<file path="config.mk">
export PLATFORM = sky130hd
export DESIGN_NAME = uart_host_regs
export DESIGN_NICKNAME = d
export VERILOG_FILES = /design/src/rtl/uart_regif_pkg.sv /design/src/rtl/uart_regif_decode.sv /design/src/rtl/uart_regif_data.sv /design/src/rtl/uart_regif_irq.sv /design/src/rtl/uart_host_regs.sv
export SDC_FILE = /design/constraint.sdc
export NUM_CORES = 1
export LEC_CHECK = 0
export ABC_AREA = 1
export BUFFER_PORTS_ARGS = -buffer_cell sky130_fd_sc_hd__buf_4
export CORE_MARGIN = 2
export CORE_UTILIZATION = 48
export CTS_BUF_LIST = sky130_fd_sc_hd__clkbuf_2 sky130_fd_sc_hd__clkbuf_4 sky130_fd_sc_hd__clkbuf_8
export DETAILED_ROUTE_END_ITERATION = 8
export GPL_TIMING_DRIVEN = 0
export HOLD_SLACK_MARGIN = 0.1
export PLACE_DENSITY = 0.85
export SYNTH_ARGS = -nofsm -noshare
export SYNTH_HDL_FRONTEND = slang
export SYNTH_SLANG_ARGS = --single-unit
</file>
<file path="constraint.sdc">
create_clock -name clk -period 1.2 [get_ports clk]
set_input_delay 0.06 -clock clk [delete_from_list [all_inputs] [get_ports clk]]
set_output_delay 0.06 -clock clk [all_outputs]
set_load 0.005 [all_outputs]
</file>
<file path="src/rtl/uart_regif_pkg.sv">
package uart_regif_pkg;

   // word indices of the register window (byte offset / 4)
   localparam int unsigned WORD_DATA = 0;
   localparam int unsigned WORD_CTRL = 1;
   localparam int unsigned WORD_CLK  = 2;
   localparam int unsigned WORD_ISR  = 3;
   localparam int unsigned WORD_IER  = 4;

   // control word bit positions
   localparam int unsigned CTL_PAR_LO  = 0;
   localparam int unsigned CTL_MODE_LO = 2;
   localparam int unsigned CTL_TXOVR   = 4;
   localparam int unsigned CTL_RXOVR   = 5;
   localparam int unsigned CTL_BRK     = 6;
   localparam int unsigned CTL_HIEN    = 7;
   localparam int unsigned CTL_W       = 8;
   localparam int unsigned CTL_SUMMARY = 8;

   // interrupt sources
   localparam int unsigned NUM_IRQ = 2;
   localparam int unsigned IRQ_RX  = 0;
   localparam int unsigned IRQ_TX  = 1;

   typedef enum logic [2:0] {
      SEL_NONE,
      SEL_DATA,
      SEL_CTRL,
      SEL_CLK,
      SEL_ISR,
      SEL_IER
   } reg_sel_e;

   typedef enum logic [1:0] {
      PAR_NONE = 2'b00,
      PAR_EVEN = 2'b01,
      PAR_ODD  = 2'b10,
      PAR_RSVD = 2'b11
   } par_code_e;

   typedef struct packed {
      logic en;
      logic odd;
   } par_cfg_t;

   function automatic par_cfg_t decode_parity(input logic [1:0] code);
      par_cfg_t p;
      unique case (par_code_e'(code))
         PAR_EVEN: p = '{en: 1'b1, odd: 1'b0};
         PAR_ODD:  p = '{en: 1'b1, odd: 1'b1};
         default:  p = '{en: 1'b0, odd: 1'b0};
      endcase
      return p;
   endfunction

endpackage

</file>
<file path="src/rtl/uart_regif_decode.sv">
module uart_regif_decode
   import uart_regif_pkg::*;
#(
   parameter int unsigned ADDR_W = 5
) (
   input  logic              sel,
   input  logic [ADDR_W-1:0] addr,
   output reg_sel_e          which
);

   localparam int unsigned IDX_W = ADDR_W - 2;

   logic [IDX_W-1:0] idx;
   logic             unused_byte_lanes;

   assign idx               = addr[ADDR_W-1:2];
   assign unused_byte_lanes = ^addr[1:0];

   always_comb begin
      which = SEL_NONE;
      if (sel) begin
         case (idx)
            IDX_W'(WORD_DATA): which = SEL_DATA;
            IDX_W'(WORD_CTRL): which = SEL_CTRL;
            IDX_W'(WORD_CLK):  which = SEL_CLK;
            IDX_W'(WORD_ISR):  which = SEL_ISR;
            IDX_W'(WORD_IER):  which = SEL_IER;
            default:           which = SEL_NONE;
         endcase
      end
   end

endmodule

</file>
<file path="src/rtl/uart_regif_data.sv">
module uart_regif_data #(
   parameter int unsigned DATA_W = 8
) (
   input  logic              wr_strobe,
   input  logic [31:0]       wdata,
   input  logic              port_en,
   input  logic              rx_valid,
   input  logic [DATA_W-1:0] rx_data,
   input  logic              tx_ready,
   output logic              rx_pop,
   output logic              tx_push,
   output logic [DATA_W-1:0] tx_data,
   output logic [31:0]       rd_word
);

   localparam int unsigned RXV_BIT = DATA_W;
   localparam int unsigned TXS_BIT = DATA_W + 1;

   assign rx_pop  = wr_strobe & wdata[RXV_BIT] & rx_valid;
   assign tx_push = wr_strobe & wdata[TXS_BIT] & tx_ready & port_en;
   assign tx_data = wdata[DATA_W-1:0];

   always_comb begin
      rd_word                = '0;
      rd_word[DATA_W-1:0]    = rx_valid ? rx_data : '0;
      rd_word[RXV_BIT]       = rx_valid;
      rd_word[TXS_BIT]       = tx_ready;
   end

endmodule

</file>
<file path="src/rtl/uart_regif_irq.sv">
module uart_regif_irq #(
   parameter int unsigned NUM_SRC = 2
) (
   input  logic               clk,
   input  logic               rst_n,
   input  logic [NUM_SRC-1:0] src,
   input  logic               clr_we,
   input  logic [NUM_SRC-1:0] clr_mask,
   input  logic [NUM_SRC-1:0] ena,
   output logic [NUM_SRC-1:0] status,
   output logic               pend
);

   for (genvar g = 0; g < NUM_SRC; g++) begin : g_src
      always_ff @(posedge clk or negedge rst_n) begin
         if (!rst_n) begin
            status[g] <= 1'b0;
         end else if (src[g]) begin
            status[g] <= 1'b1;
         end else if (clr_we && clr_mask[g]) begin
            status[g] <= 1'b0;
         end
      end
   end

   assign pend = |(status & ena);

endmodule

</file>
<file path="src/rtl/uart_host_regs.sv">
module uart_host_regs
   import uart_regif_pkg::*;
#(
   parameter int unsigned ADDR_W  = 5,
   parameter int unsigned DATA_W  = 8,
   parameter int unsigned SCALE_W = 8,
   parameter int unsigned STEP_W  = 16
) (
   input  logic               clk,
   input  logic               rst_n,
   input  logic               bus_sel,
   input  logic               bus_wr,
   input  logic [ADDR_W-1:0]  bus_addr,
   input  logic [31:0]        bus_wdata,
   output logic [31:0]        bus_rdata,
   input  logic               rx_fifo_valid,
   input  logic [DATA_W-1:0]  rx_fifo_data,
   output logic               rx_fifo_pop,
   input  logic               tx_fifo_ready,
   output logic               tx_fifo_push,
   output logic [DATA_W-1:0]  tx_fifo_data,
   input  logic               tx_empty,
   output logic               cfg_port_en,
   output logic               cfg_par_en,
   output logic               cfg_par_odd,
   output logic               cfg_break,
   output logic               cfg_tx_rdy_ovr,
   output logic               cfg_rx_rdy_ovr,
   output logic [SCALE_W-1:0] cfg_scale,
   output logic [STEP_W-1:0]  cfg_step,
   output logic               irq
);

   localparam int unsigned CLK_FIELDS_W = SCALE_W + STEP_W;

   // elaboration-time parameter checks
   if (ADDR_W < 5) begin : g_bad_addr_w
      $error("ADDR_W must cover five words");
   end
   if (DATA_W < 5 || DATA_W > 30) begin : g_bad_data_w
      $error("DATA_W plus two handshake bits must fit a word");
   end
   if (CLK_FIELDS_W > 32 || SCALE_W == 0 || STEP_W == 0) begin : g_bad_clk_w
      $error("clock fields must fit one word");
   end

   reg_sel_e            which;
   logic                wr_en;
   logic [CTL_W-1:0]    ctrl_q;
   logic [SCALE_W-1:0]  scale_q;
   logic [STEP_W-1:0]   step_q;
   logic [NUM_IRQ-1:0]  ier_q;
   logic [NUM_IRQ-1:0]  isr_q;
   logic [NUM_IRQ-1:0]  irq_src;
   logic                irq_pend;
   logic                host_en;
   logic [31:0]         data_rd;
   logic [31:0]         clk_rd;
   logic                isr_wr;
   logic                ctrl_wr;
   par_cfg_t            par;

   uart_regif_decode #(.ADDR_W(ADDR_W)) i_decode (
      .sel   (bus_sel),
      .addr  (bus_addr),
      .which (which)
   );

   assign wr_en   = bus_sel & bus_wr;
   assign ctrl_wr = wr_en && (which == SEL_CTRL);
   assign isr_wr  = wr_en && (which == SEL_ISR);

   uart_regif_data #(.DATA_W(DATA_W)) i_data (
      .wr_strobe (wr_en && (which == SEL_DATA)),
      .wdata     (bus_wdata),
      .port_en   (cfg_port_en),
      .rx_valid  (rx_fifo_valid),
      .rx_data   (rx_fifo_data),
      .tx_ready  (tx_fifo_ready),
      .rx_pop    (rx_fifo_pop),
      .tx_push   (tx_fifo_push),
      .tx_data   (tx_fifo_data),
      .rd_word   (data_rd)
   );

   // control word
   always_ff @(posedge clk or negedge rst_n) begin
      if (!rst_n) begin
         ctrl_q <= '0;
      end else if (ctrl_wr) begin
         ctrl_q <= bus_wdata[CTL_W-1:0];
      end
   end

   // baud divider fields
   always_ff @(posedge clk or negedge rst_n) begin
      if (!rst_n) begin
         scale_q <= '0;
         step_q  <= '0;
      end else if (wr_en && (which == SEL_CLK)) begin
         step_q  <= bus_wdata[STEP_W-1:0];
         scale_q <= bus_wdata[CLK_FIELDS_W-1:STEP_W];
      end
   end

   // interrupt enables
   always_ff @(posedge clk or negedge rst_n) begin
      if (!rst_n) begin
         ier_q <= '0;
      end else if (wr_en && (which == SEL_IER)) begin
         ier_q <= bus_wdata[NUM_IRQ-1:0];
      end
   end

   // sticky interrupt status
   always_comb begin
      irq_src         = '0;
      irq_src[IRQ_RX] = rx_fifo_valid;
      irq_src[IRQ_TX] = tx_empty;
   end

   uart_regif_irq #(.NUM_SRC(NUM_IRQ)) i_irq (
      .clk      (clk),
      .rst_n    (rst_n),
      .src      (irq_src),
      .clr_we   (isr_wr),
      .clr_mask (bus_wdata[NUM_IRQ-1:0]),
      .ena      (ier_q),
      .status   (isr_q),
      .pend     (irq_pend)
   );

   // configuration outputs
   assign par            = decode_parity(ctrl_q[CTL_PAR_LO +: 2]);
   assign cfg_par_en     = par.en;
   assign cfg_par_odd    = par.odd;
   assign cfg_port_en    = |ctrl_q[CTL_MODE_LO +: 2];
   assign cfg_break      = ctrl_q[CTL_BRK];
   assign cfg_tx_rdy_ovr = ctrl_q[CTL_TXOVR];
   assign cfg_rx_rdy_ovr = ctrl_q[CTL_RXOVR];
   assign cfg_scale      = scale_q;
   assign cfg_step       = step_q;
   assign host_en        = ctrl_q[CTL_HIEN];
   assign irq            = host_en & irq_pend;

   always_comb begin
      clk_rd                           = '0;
      clk_rd[STEP_W-1:0]               = step_q;
      clk_rd[CLK_FIELDS_W-1:STEP_W]    = scale_q;
   end

   // read mux, no side effects
   always_comb begin
      bus_rdata = '0;
      case (which)
         SEL_DATA: bus_rdata = data_rd;
         SEL_CTRL: begin
            bus_rdata[CTL_W-1:0]  = ctrl_q;
            bus_rdata[CTL_SUMMARY] = irq_pend;
         end
         SEL_CLK:  bus_rdata = clk_rd;
         SEL_ISR:  bus_rdata[NUM_IRQ-1:0] = isr_q;
         SEL_IER:  bus_rdata[NUM_IRQ-1:0] = ier_q;
         default:  bus_rdata = '0;
      endcase
   end

endmodule

</file>
==> metrics.txt <==
layout cells sized above 1=37.3%; setup violators final=5; clock slew at reported path FFs=0.07 ns; post-synthesis cell area=2050 um^2; drc violations=0; CP max-delay cell=dfrtp_1; routability congestion estimate=0.868; Initial Util=50.4%; crit path capture=bus_rdata[8]; TritonCTS clock tree=done; total CTS buffers=5; Reg-to-Reg Start=ctrl_q[1]$_DFFE_PN0P_; Yosys top cell area share=44.0%; Cells after Synth=284; Post-Route Utilization=84.1%; Min-Delay Path Depth=3; Routed Antenna Nets=0; min-delay worst type=in2reg; GRT Overall Usage=28.8%; pins over their slew limit=0; die area=4800 um^2; DRT Wirelength=7.11 mm; Fill cells=235; clock sinks=36; Tmin final=1.22 ns; port bufs=105; Crit path max-delay family=flip-flops; largest net degree at the start of global routing=37; Max clock buf depth=2; die height=69.3 um; main area contributors after synthesis=dfrtp_1, nand2_1, nand3_1; Post-synth EDFFs=0; DP Worst Slack=-0.00639 ns; Critical Path Max Stage Delay=0.41 ns; RSZ-0062 raised after global routing=true; ys async rst share=100%; part of the cycle the worst path needs=102%; Mapped Avg Cell Area=7.20 um^2; placed inst area=2920 um^2; R2R Setup Slk=0.27 ns; WL/cell=14.4 um; WP buf/inv=1; Pwr Density=1130 nW/um^2; Synth area leader=dfrtp_1; vias in the first global route=2,409; Yosys reg bits=36; H-tree lvl count=2; CP startpoint=ier_q[0]$_DFFE_PN0P_; Startpoint Class=flip-flop; Reg2Reg Depth=4; worst skew pair latency=0.29 ns; final setup margin=-0.0193 ns; first-pass GRT wire length=11.1 mm; Initial DRC Count=197; register area share after synthesis=44.0%; leak pwr=1.96 nW; TritonRoute pass-1 iters=5; status=finished, violations left; Synth Flop Type=dfrtp_1; Post-synth top cells=nand2_1, nand3_1, dfrtp_1; CP arrival=1.16 ns; synthesis-to-layout area growth=66.8%; Total Power=0.00385 W; Cell Count, Final, Fillers Out=492; most common cell type on the critical path=nand2_1; hpwl dp=4.57 mm; grt total ovfl=0; DR vias=2,488; Core Area=4060 um^2; Peak VDD IR=0.000673 V; DR vias/cell=5.06; Max-Cap Viols=0; Finished Cell Area=3410 um^2; I/O Pins=125; RR Endpoint=ctrl_q[1]$_DFFE_PN0P_; nets=494; synth warn=0; WS Path Type=reg2out; Cell variety after synth=20; clk_skew=0 ns; Fin. Hold Viols=0; Critical Path RT=1.14 ns; count leader, synth=nand2_1; initial antenna violation count=0; violated checks=negative setup slack; worst path cell trace=nand2_1, o21ai_2, nand2_1, nand3_2, buf_6; crit end category=output port; Clock Tree Root=clkbuf_8; Antenna Cells=0; WP depth=5; Die Wd=69.3 um; Critical Path Fanout Max=3; # placed instances=446; row count=23; FMAX=0.820 GHz
-- report_power, final --
| group | total [W] | switching (W) | internal, W |
|---|---|---|---|
| Clock | 0.000948 | 0.000435 | 0.000514 |
| Combinational | 0.00124 | 0.000549 | 0.000689 |
| Sequential | 0.00166 | 0.000208 | 0.00145 |
| Total | 0.00385 | 0.00119 | 0.00265 |
-- worst register-to-register path, stage by stage (launching register included) --
cell	delay [ns]
dfrtp_1	0.43
buf_4	0.15
buf_4	0.12
o21ai_0	0.06
nand2_1	0.07
-- metrics by stage --
step                hold slack [ns]  TNS (ns)
finish                        0.150   -0.0524
global route                  0.176    -0.380
CTS                           0.120   -0.0176
detailed placement           0.0385  -0.00639
global placement             0.0388         0
floorplan                    -0.236         0
-- how the worst min path moves through the flow --
stage                       from  slack, ns                        to
after floorplan            rst_n      -0.24  cfg_scale[0]$_DFFE_PN0P_
after global placement     rst_n       0.04  cfg_scale[3]$_DFFE_PN0P_
after detailed placement   rst_n       0.04  cfg_scale[3]$_DFFE_PN0P_
after CTS                 bus_wr       0.12  cfg_step[15]$_DFFE_PN0P_
after global routing      bus_wr       0.18  cfg_step[15]$_DFFE_PN0P_
final                     bus_wr       0.15  cfg_step[15]$_DFFE_PN0P_
-- timing repair --
action / CTS / global route
endpoints found under the setup margin: 3 / 14
gates resized for setup: 5 / 5
hold endpoints to repair: 71 / 0
buffers inserted: 1 / 10
pin swaps: 3 / 10
hold buffers: 27 / 0
-- state kept, by name (all words and copies together) (netlist names) --
register and cells:
ctrl_q 8, cfg_step 16, cfg_scale 8, ier_q 2, i_irq.status 2
-- logic make-up after synthesis --
| family | Yosys count | synth area share [%] |
|---|---|---|
| buffers and inverters | 60 | 15.4 |
| AND/OR/NAND/NOR | 172 | 36.4 |
| AO/OA/AOI/OAI | 14 | 3.43 |
| other | 1 | 0.183 |
| flip-flops | 36 | 44.0 |
| adder cells (fa/ha/maj) | 1 | 0.612 |
-- cell usage in the layout (no fill, tap or decap), types with 2 or more instances in the layout --
cell type,count
nor2_2,2
nand3_1,35
clkbuf_8,6
nor2_1,22
conb_1,8
clkbuf_1,2
buf_4,133
clkbuf_4,2
nand4_1,3
nor2_4,2
nand2_2,2
dlygate4sd3_1,27
o21ai_0,13
dfrtp_1,36
inv_1,29
buf_2,2
nand2_1,101
nand3_2,2
buf_6,4
inv_2,6
-- layout make-up --
type	count	area, um^2	area share, %
timing repair buffer	143	1150	33.7
sequential	36	901	26.4
tap	50	62.6	1.83
clock buffer	8	97.6	2.86
buffer	25	183	5.35
multi-input combinational	195	888	26.0
inverter	35	131	3.85
-- metal layers --
metal / vias up / track usage [%] / part of all wire (%)
met2: 132 / 51.7 / 51
met3: 25 / 5.96 / 7.3
li1: 1168 / - / -
met1: 1163 / 34.6 / 39
met4: 0 / 8.28 / 2.7
met5: - / 0 / 0
(Power assumes the default switching activity.)
